`config.mk`:
```
export PLATFORM = sky130hd
export DESIGN_NAME = mac_stat_bank
export DESIGN_NICKNAME = d
export VERILOG_FILES = /design/src/rtl/mac_stat_pkg.sv /design/src/rtl/mac_stat_ctr.sv /design/src/rtl/mac_stat_irq.sv /design/src/rtl/mac_stat_rdmux.sv /design/src/rtl/mac_stat_bank.sv
export SDC_FILE = /design/constraint.sdc
export NUM_CORES = 2
export LEC_CHECK = 0
export BUFFER_PORTS_ARGS = -buffer_cell sky130_fd_sc_hd__buf_2
export CORE_AREA = 2 2 560 562
export DETAILED_ROUTE_END_ITERATION = 16
export DIE_AREA = 0 0 562 564
export PLACE_DENSITY = 0.54
export SETUP_SLACK_MARGIN = 0.05
export SLEW_MARGIN = 20
export SYNTH_ARGS = -nofsm -noshare
export SYNTH_HDL_FRONTEND = slang
export SYNTH_SLANG_ARGS = --single-unit
```
`constraint.sdc`:
```
create_clock -name clk -period 4.4 [get_ports clk]
set_input_delay 0.88 -clock clk [delete_from_list [all_inputs] [get_ports clk]]
set_output_delay 0.88 -clock clk [all_outputs]
set_load 0.01 [all_outputs]
```
`src/rtl/mac_stat_pkg.sv`:
```
package mac_stat_pkg;

  // Update chosen for one counter in one cycle
  typedef enum logic [1:0] {
    UPD_HOLD = 2'd0,
    UPD_INC  = 2'd1,
    UPD_ZERO = 2'd2,
    UPD_ONE  = 2'd3
  } upd_e;

endpackage

```
`src/rtl/mac_stat_ctr.sv`:
```
module mac_stat_ctr
  import mac_stat_pkg::*;
#(
  parameter int CNT_W = 32
) (
  input  logic             clk,
  input  logic             rst_n,
  input  logic             inc_i,
  input  logic             rd_hit_i,
  input  logic             cor_i,
  input  logic             clr_all_i,
  output logic [CNT_W-1:0] cnt_o,
  output logic             half_o
);

  localparam logic [CNT_W-1:0] CNT_MAX = {CNT_W{1'b1}};

  logic [CNT_W-1:0] cnt_q, cnt_d;
  upd_e             upd;
  logic             cnt_en;

  always_comb begin
    if (clr_all_i)                 upd = UPD_ZERO;
    else if (rd_hit_i && cor_i)    upd = inc_i ? UPD_ONE : UPD_ZERO;
    else if (inc_i && cnt_q != CNT_MAX) upd = UPD_INC;
    else                           upd = UPD_HOLD;
  end

  always_comb begin
    cnt_en = (upd != UPD_HOLD);
    unique case (upd)
      UPD_INC:  cnt_d = cnt_q + 1'b1;
      UPD_ZERO: cnt_d = '0;
      UPD_ONE:  cnt_d = {{(CNT_W-1){1'b0}}, 1'b1};
      default:  cnt_d = cnt_q;
    endcase
  end

  always_ff @(posedge clk or negedge rst_n) begin
    if (!rst_n)      cnt_q <= '0;
    else if (cnt_en) cnt_q <= cnt_d;
  end

  assign cnt_o  = cnt_q;
  assign half_o = cnt_q[CNT_W-1];


  inc_step_chk: assert property (@(posedge clk) disable iff (!rst_n)
    (inc_i && !clr_all_i && !(rd_hit_i && cor_i) && cnt_q != CNT_MAX)
    |=> (cnt_q == $past(cnt_q) + 1'b1));


  sat_hold_chk: assert property (@(posedge clk) disable iff (!rst_n)
    (cnt_q == CNT_MAX && !clr_all_i && !(rd_hit_i && cor_i)) |=> (cnt_q == CNT_MAX));


  cor_inc_chk: assert property (@(posedge clk) disable iff (!rst_n)
    (rd_hit_i && cor_i && inc_i && !clr_all_i) |=> (cnt_q == 1));


  clr_all_chk: assert property (@(posedge clk) disable iff (!rst_n)
    clr_all_i |=> (cnt_q == '0));

endmodule

```
`src/rtl/mac_stat_irq.sv`:
```
module mac_stat_irq #(
  parameter int NUM_CNT = 47
) (
  input  logic               clk,
  input  logic               rst_n,
  input  logic [NUM_CNT-1:0] half_i,
  input  logic [NUM_CNT-1:0] w1c_i,
  input  logic               clr_all_i,
  input  logic               ien_wr_i,
  input  logic [NUM_CNT-1:0] ien_data_i,
  output logic [NUM_CNT-1:0] sts_o,
  output logic               irq_o
);

  logic [NUM_CNT-1:0] sts_q, sts_d;
  logic [NUM_CNT-1:0] ien_q;

  always_comb begin
    if (clr_all_i) sts_d = '0;
    else           sts_d = half_i | (sts_q & ~w1c_i);
  end

  always_ff @(posedge clk or negedge rst_n) begin
    if (!rst_n) sts_q <= '0;
    else        sts_q <= sts_d;
  end

  always_ff @(posedge clk or negedge rst_n) begin
    if (!rst_n)        ien_q <= '0;
    else if (ien_wr_i) ien_q <= ien_data_i;
  end

  assign sts_o = sts_q;
  assign irq_o = |(sts_q & ien_q);

  for (genvar g = 0; g < NUM_CNT; g++) begin : g_chk

    sts_sticky_chk: assert property (@(posedge clk) disable iff (!rst_n)
      (sts_q[g] && !w1c_i[g] && !clr_all_i) |=> sts_q[g]);

    sts_set_chk: assert property (@(posedge clk) disable iff (!rst_n)
      (half_i[g] && !clr_all_i) |=> sts_q[g]);

    irq_src_chk: assert property (@(posedge clk) disable iff (!rst_n)
      (sts_q[g] && ien_q[g]) |-> irq_o);
  end

endmodule

```
`src/rtl/mac_stat_rdmux.sv`:
```
module mac_stat_rdmux #(
  parameter int NUM_CNT = 47,
  parameter int CNT_W   = 32,
  parameter int IDX_W   = 6
) (
  input  logic                     clk,
  input  logic                     rst_n,
  input  logic [NUM_CNT*CNT_W-1:0] cnt_flat_i,
  input  logic                     rd_en_i,
  input  logic [IDX_W-1:0]         rd_idx_i,
  output logic [NUM_CNT-1:0]       rd_hit_o,
  output logic [CNT_W-1:0]         rd_data_o
);

  localparam logic [IDX_W:0] IDX_LIM = (IDX_W+1)'(NUM_CNT);

  logic             idx_ok;
  logic [CNT_W-1:0] sel_d, rd_q;

  assign idx_ok = ({1'b0, rd_idx_i} < IDX_LIM);

  for (genvar g = 0; g < NUM_CNT; g++) begin : g_dec
    assign rd_hit_o[g] = rd_en_i && (rd_idx_i == IDX_W'(g));
  end

  always_comb begin
    sel_d = '0;
    for (int i = 0; i < NUM_CNT; i++) begin
      if (rd_idx_i == IDX_W'(i)) sel_d = cnt_flat_i[i*CNT_W +: CNT_W];
    end
    if (!idx_ok) sel_d = '0;
  end

  always_ff @(posedge clk or negedge rst_n) begin
    if (!rst_n)       rd_q <= '0;
    else if (rd_en_i) rd_q <= sel_d;
  end

  assign rd_data_o = rd_q;


  rd_oob_chk: assert property (@(posedge clk) disable iff (!rst_n)
    (rd_en_i && !idx_ok) |=> (rd_data_o == '0));


  rd_hold_chk: assert property (@(posedge clk) disable iff (!rst_n)
    !rd_en_i |=> $stable(rd_data_o));


  rd_onehot_chk: assert property (@(posedge clk) disable iff (!rst_n)
    $onehot0(rd_hit_o));

endmodule

```
`src/rtl/mac_stat_bank.sv`:
```
module mac_stat_bank #(
  parameter int NUM_CNT = 47,
  parameter int CNT_W   = 32,
  parameter int IDX_W   = $clog2(NUM_CNT)
) (
  input  logic               clk,
  input  logic               rst_n,
  input  logic [NUM_CNT-1:0] evt_i,
  input  logic               cor_en_i,
  input  logic               clr_all_i,
  input  logic               rd_en_i,
  input  logic [IDX_W-1:0]   rd_idx_i,
  output logic [CNT_W-1:0]   rd_data_o,
  input  logic               ien_wr_i,
  input  logic [NUM_CNT-1:0] ien_data_i,
  input  logic [NUM_CNT-1:0] sts_clr_i,
  output logic [NUM_CNT-1:0] sts_o,
  output logic               irq_o
);

  logic [NUM_CNT*CNT_W-1:0] cnt_flat;
  logic [NUM_CNT-1:0]       half;
  logic [NUM_CNT-1:0]       rd_hit;

  for (genvar g = 0; g < NUM_CNT; g++) begin : g_ctr
    mac_stat_ctr #(.CNT_W(CNT_W)) u_ctr (
      .clk       (clk),
      .rst_n     (rst_n),
      .inc_i     (evt_i[g]),
      .rd_hit_i  (rd_hit[g]),
      .cor_i     (cor_en_i),
      .clr_all_i (clr_all_i),
      .cnt_o     (cnt_flat[g*CNT_W +: CNT_W]),
      .half_o    (half[g])
    );
  end

  mac_stat_rdmux #(.NUM_CNT(NUM_CNT), .CNT_W(CNT_W), .IDX_W(IDX_W)) u_rdmux (
    .clk        (clk),
    .rst_n      (rst_n),
    .cnt_flat_i (cnt_flat),
    .rd_en_i    (rd_en_i),
    .rd_idx_i   (rd_idx_i),
    .rd_hit_o   (rd_hit),
    .rd_data_o  (rd_data_o)
  );

  mac_stat_irq #(.NUM_CNT(NUM_CNT)) u_irq (
    .clk        (clk),
    .rst_n      (rst_n),
    .half_i     (half),
    .w1c_i      (sts_clr_i),
    .clr_all_i  (clr_all_i),
    .ien_wr_i   (ien_wr_i),
    .ien_data_i (ien_data_i),
    .sts_o      (sts_o),
    .irq_o      (irq_o)
  );

endmodule

```
==> report_table.html <==
<table>
<tr><th>Metric</th><th>Value</th></tr>
<tr><th colspan="2">Setup path</th></tr>
<tr><td>Register-to-register path setup slack</td><td>0.71 ns</td></tr>
<tr><td>Depth of the worst register-to-register path</td><td>6</td></tr>
<tr><td>Critical Setup Path Class</td><td>in -&gt; reg</td></tr>
<tr><td>Worst Setup End Kind</td><td>register</td></tr>
<tr><td>Worst endpoint required time</td><td>a little over 5 ns</td></tr>
<tr><td>Worst R2R End</td><td>u_rdmux.rd_data_o[1]</td></tr>
<tr><td>R2R Path Start</td><td>g_ctr[28].u_ctr.cnt_o[1]</td></tr>
<tr><td>Worst Setup Start Kind</td><td>input port</td></tr>
<tr><td>CP max FO</td><td>33</td></tr>
<tr><td>Crit path DAT</td><td>roughly 5.2 ns</td></tr>
<tr><th colspan="2">Final layout</th></tr>
<tr><td>Final layout net count</td><td>approximately 11000</td></tr>
<tr><td>Proportion of layout cells with a drive suffix above 1</td><td>0.1168</td></tr>
<tr><td>P&amp;R area growth vs syn</td><td>16.79%</td></tr>
<tr><td>Finished layout cell area</td><td>between 0.1 and 0.15 mm2</td></tr>
<tr><td>Multi-input logic area</td><td>0.04958 mm2</td></tr>
<tr><td>Register cell area after layout</td><td>a little over 0.04 mm2</td></tr>
<tr><td>Fill cell total of the finished layout</td><td>32370</td></tr>
<tr><th colspan="2">Synthesis</th></tr>
<tr><td>Adder and majority gate portion of the synthesized area</td><td>0.006320</td></tr>
<tr><td>Count of different cell masters after synthesis</td><td>122</td></tr>
<tr><td>Proportion of register bits with asynchronous set or reset after synthesis</td><td>1.000</td></tr>
<tr><td>Number of instances in the synthesized netlist</td><td>10540</td></tr>
<tr><td>Simple-gate area share of the yosys netlist</td><td>0.2614</td></tr>
<tr><td>Top flip-flop cell by instance count after synthesis</td><td>dfrtp_1</td></tr>
<tr><td>Number of enable-type register cells in the synthesized netlist</td><td>0</td></tr>
<tr><td>Largest area contributor in the netlist</td><td>dfrtp_1</td></tr>
<tr><td>Multiplexer share of the synthesized area</td><td>0.01911</td></tr>
<tr><td>Mean cell area of the mapped netlist</td><td>8.829 um2</td></tr>
<tr><td>Portion of the post-synthesis area used by sequential elements</td><td>0.4383</td></tr>
<tr><td>XOR/XNOR Fraction of Synth Area</td><td>0.1232</td></tr>
<tr><td>Count of warnings emitted by yosys</td><td>0</td></tr>
<tr><td>Area share of the leading cell type in the synthesized netlist</td><td>0.4383</td></tr>
<tr><td>Largest cells by area after synthesis</td><td>dfrtp_1, xor2_1, nor2_1</td></tr>
<tr><td>Net count after synthesis</td><td>between 10000 and 15000</td></tr>
<tr><td>Synth Register Bits</td><td>1630</td></tr>
<tr><td>Combinational family with the most area after synthesis</td><td>simple AND/OR/NAND/NOR gates</td></tr>
<tr><td>Post-synthesis instance area</td><td>0.09305 mm2</td></tr>
<tr><td>Synth Area in Compound Gates</td><td>0.1194</td></tr>
<tr><th colspan="2">Timing</th></tr>
<tr><td>Final period utilization</td><td>1.013</td></tr>
<tr><td>RSZ-0062 raised after global routing</td><td>false</td></tr>
<tr><td>Achievable Freq</td><td>224.3 MHz</td></tr>
<tr><td>Summed negative setup slack over all endpoints</td><td>-0.05815 ns</td></tr>
<tr><td>Final count of hold timing violations</td><td>0</td></tr>
<tr><td>Final Setup Violations</td><td>1</td></tr>
<tr><td>Worst Max-Slew Pin Slew</td><td>1.321 ns</td></tr>
<tr><td>Final hold slack</td><td>0.1805 ns</td></tr>
<tr><td>Fin. max-slew vios</td><td>0</td></tr>
<tr><td>Max-Slew Margin vs Limit</td><td>0.09650</td></tr>
<tr><td>Setup slack of the critical path after layout</td><td>-0.05815 ns</td></tr>
<tr><td>Setup clock skew after layout</td><td>0.07725 ns</td></tr>
<tr><td>Post-layout minimum cycle time</td><td>4.458 ns</td></tr>
<tr><th colspan="2">CTS</th></tr>
<tr><td>Post CTS Setup Buffer Count</td><td>0</td></tr>
<tr><td>Number of buffers inserted during clock tree synthesis</td><td>194</td></tr>
<tr><td>TritonCTS Sinks</td><td>1630</td></tr>
<tr><td>Number of gates resized after CTS</td><td>0</td></tr>
<tr><td>Clock-pin slew of the registers on the worst-case setup and hold paths</td><td>0.06 ns</td></tr>
<tr><td>Root Buffer Master</td><td>clkbuf_16</td></tr>
<tr><td>TritonCTS clock tree</td><td>built</td></tr>
<tr><td>Hold-fix buffers at CTS</td><td>0</td></tr>
<tr><td>Number of levels in the clock H-tree</td><td>4</td></tr>
<tr><td>Maximum buffer depth of the clock tree</td><td>4</td></tr>
<tr><td>Clk_lat worst skew</td><td>0.95 ns</td></tr>
<tr><th colspan="2">Floorplan</th></tr>
<tr><td>Die Width</td><td>562 um</td></tr>
<tr><td>Number of ports placed on the die boundary</td><td>233</td></tr>
<tr><td>Area of the die</td><td>0.3170 mm2</td></tr>
<tr><td>Floorplan Core Area</td><td>0.3109 mm2</td></tr>
<tr><td>Count of standard-cell rows</td><td>205</td></tr>
<tr><td>Starting Density</td><td>0.2993</td></tr>
<tr><td>Floorplan die height</td><td>564 um</td></tr>
<tr><th colspan="2">Worst hold path</th></tr>
<tr><td>Cell count of the worst hold path</td><td>2</td></tr>
<tr><td>Type of the worst min-delay path</td><td>in -&gt; reg</td></tr>
<tr><td>Endpoint, Worst Hold</td><td>u_irq.ien_q[1]</td></tr>
<tr><td>Worst hold path startpoint</td><td>ien_data_i[1]</td></tr>
<tr><th colspan="2">Pwr</th></tr>
<tr><td>Final total power</td><td>34450 uW</td></tr>
<tr><td>Clk network pwr share</td><td>0.484</td></tr>
<tr><td>Power density normalized to cell area</td><td>317.0 mW/mm2</td></tr>
<tr><td>Gate power share</td><td>0.068</td></tr>
<tr><td>Net Sw Power</td><td>8951 uW</td></tr>
<tr><td>Internal Pwr Total</td><td>25500 uW</td></tr>
<tr><td>Switching fraction of total power</td><td>0.2599</td></tr>
<tr><td>Power share of the sequential group</td><td>0.448</td></tr>
<tr><td>Worst IR Drop VDD</td><td>~0.33 mV</td></tr>
<tr><td>Leakage power figure</td><td>roughly 0.045 uW</td></tr>
<tr><th colspan="2">Routing</th></tr>
<tr><td>Via-per-instance ratio</td><td>5.865</td></tr>
<tr><td>Router iterations before antenna repair</td><td>7</td></tr>
<tr><td>Post-route DRC violation count</td><td>0</td></tr>
<tr><td>Wirelength per Cell</td><td>around 31 um</td></tr>
<tr><td>Overall via count from detail_route</td><td>89740</td></tr>
<tr><td>Total wire length after detailed routing</td><td>approximately 480000 um</td></tr>
<tr><td>Post-DRT Antenna Nets</td><td>0</td></tr>
<tr><td>Number of violations reported at the end of detailed-routing iteration 0</td><td>13350</td></tr>
<tr><th colspan="2">Flow run</th></tr>
<tr><td>Number of maximum-capacitance constraint violations</td><td>0</td></tr>
<tr><th colspan="2">Placement</th></tr>
<tr><td>Number of port buffers</td><td>232</td></tr>
<tr><td>Setup Slack @ Placement</td><td>-0.5827 ns</td></tr>
<tr><td>Placer's final routability congestion estimate</td><td>1.074</td></tr>
<tr><td>Post-detailed-placement cell area</td><td>0.1022 mm2</td></tr>
<tr><td>HPWL reported at the end of detailed placement</td><td>375100 um</td></tr>
<tr><th colspan="2">Run status</th></tr>
<tr><td>Failing checks</td><td>setup timing</td></tr>
<tr><td>Result of the run</td><td>finished, violations left</td></tr>
<tr><th colspan="2">Global route</th></tr>
<tr><td>Via count of the first global-routing pass</td><td>82110</td></tr>
<tr><td>Pin count of the biggest net entering global routing</td><td>165</td></tr>
<tr><td>Antenna violations before repair</td><td>69</td></tr>
<tr><td>Gr usage total</td><td>0.2936</td></tr>
<tr><td>Wire length of the first global-routing pass</td><td>664500 um</td></tr>
<tr><td>GR Overflow Total</td><td>0</td></tr>
</table>
[sequential cells by signal, indices dropped and copies added, names as in the netlist]
signal / count
u_rdmux.rd_data_o: 32
u_irq.sts_o: 47
g_ctr.u_ctr.cnt_o: 1504
u_irq.ien_q: 47
[worst max-delay path, stage by stage]
cell       delay [ns]
buf_2            0.51
buf_4            0.28
nand4bb_2        0.17
buf_12           0.22
nor2_4           0.12
a221oi_1         0.53
o21ai_0          0.47
nor4_1           0.66
o211ai_1         0.48
a211oi_1         0.68
o21ai_0          0.17
[how the worst max path moves through the flow]
stage,slack [ns],depth (start not counted),start,to
after global placement,-0.56,11,rd_idx_i[2],u_rdmux.rd_data_o[1]
after CTS,0.14,6,u_irq.sts_o[23],irq_o
after global routing,0.16,6,u_irq.sts_o[23],irq_o
final,-0.06,11,rd_idx_i[2],u_rdmux.rd_data_o[1]
after floorplan,1.31,10,rd_idx_i[1],g_ctr[24].u_ctr.cnt_o[31]
after detailed placement,-0.58,11,rd_idx_i[2],u_rdmux.rd_data_o[1]
[cells in the final DEF (no fill, tap or decap), types with 67 or more instances in the layout]
cell / count
nor2_1: 1803
dfrtp_1: 1630
nand2_1: 838
xor2_1: 811
nand3_1: 622
xnor2_1: 498
buf_4: 458
nand4_1: 444
a21oi_1: 393
o21ai_0: 378
a22oi_1: 276
and3_1: 255
nor3_1: 251
inv_1: 231
buf_2: 228
clkbuf_16: 197
and4_1: 170
or3_1: 170
nor4_1: 92
and2_1: 88
mux2i_1: 82
a221oi_1: 68
mux2_2: 67
[metrics by stage]
stage,std cells,util
5_1_grt,15280,0.3494
2_1_floorplan,10540,-
3_3_place_gp,14920,0.3286
3_5_place_dp,14920,0.3287
4_1_cts,15260,0.3493
6_report,15300,0.3496
[cell usage after synthesis, types with 52 or more instances]
library cell and count:
mux2_2 67, xnor2_1 498, nand4_1 444, buf_2 99
o21ai_0 401, o22ai_1 52, a22oi_1 276, nand2_1 840
xor2_1 811, dfrtp_1 1630, nor4_1 94, and2_1 89
nand3_1 622, mux2i_1 82, inv_1 233, nor2_1 1830
and3_1 255, a21oi_1 393, nor3_1 251, clkbuf_1 345
a221oi_1 69, or3_1 170, and4_1 170
[power by group through the flow]
stage | clock [uW] | sequential, uW | combinational [uW]
3_5_place_dp | 0 | 15700 | 2300
6_report | 16700 | 15400 | 2360
4_1_cts | 16900 | 15400 | 2310
3_3_place_gp | 0 | 15700 | 2300
5_1_grt | 17500 | 15400 | 2480
2_1_floorplan | 0 | 15500 | 975
[cell type report]
| type | instances | share of cell area |
|---|---|---|
| multi-input cells | 8171 | 0.4562 |
| clock buffers | 284 | 0.05214 |
| repair buffers | 745 | 0.05286 |
| flip-flops and latches | 1630 | 0.3753 |
| well taps | 4140 | 0.04766 |
| clock inverters | 59 | 0.006873 |
| inverters | 234 | 0.008128 |
| diodes | 36 | 0.0008289 |
[logic make-up after synthesis]
| kind of cell | Yosys count |
|---|---|
| adders and majority gates | 47 |
| and+or+nand+nor | 4991 |
| DFF | 1630 |
| xor gates and xnor gates | 1309 |
| muxes | 158 |
| buffers and inverters | 739 |
| AOI/OAI and AO/OA | 1666 |
[metal layers]
metal | GRT usage | part of all wire | vias to the layer above
met5 | 0 | 0.00094 | -
met4 | 0.1578 | 0.063 | 42
met3 | 0.08480 | 0.12 | 1139
met2 | 0.4044 | 0.40 | 5338
met1 | 0.4099 | 0.42 | 44880
li1 | - | - | 38340
(Power assumes the default switching activity.)
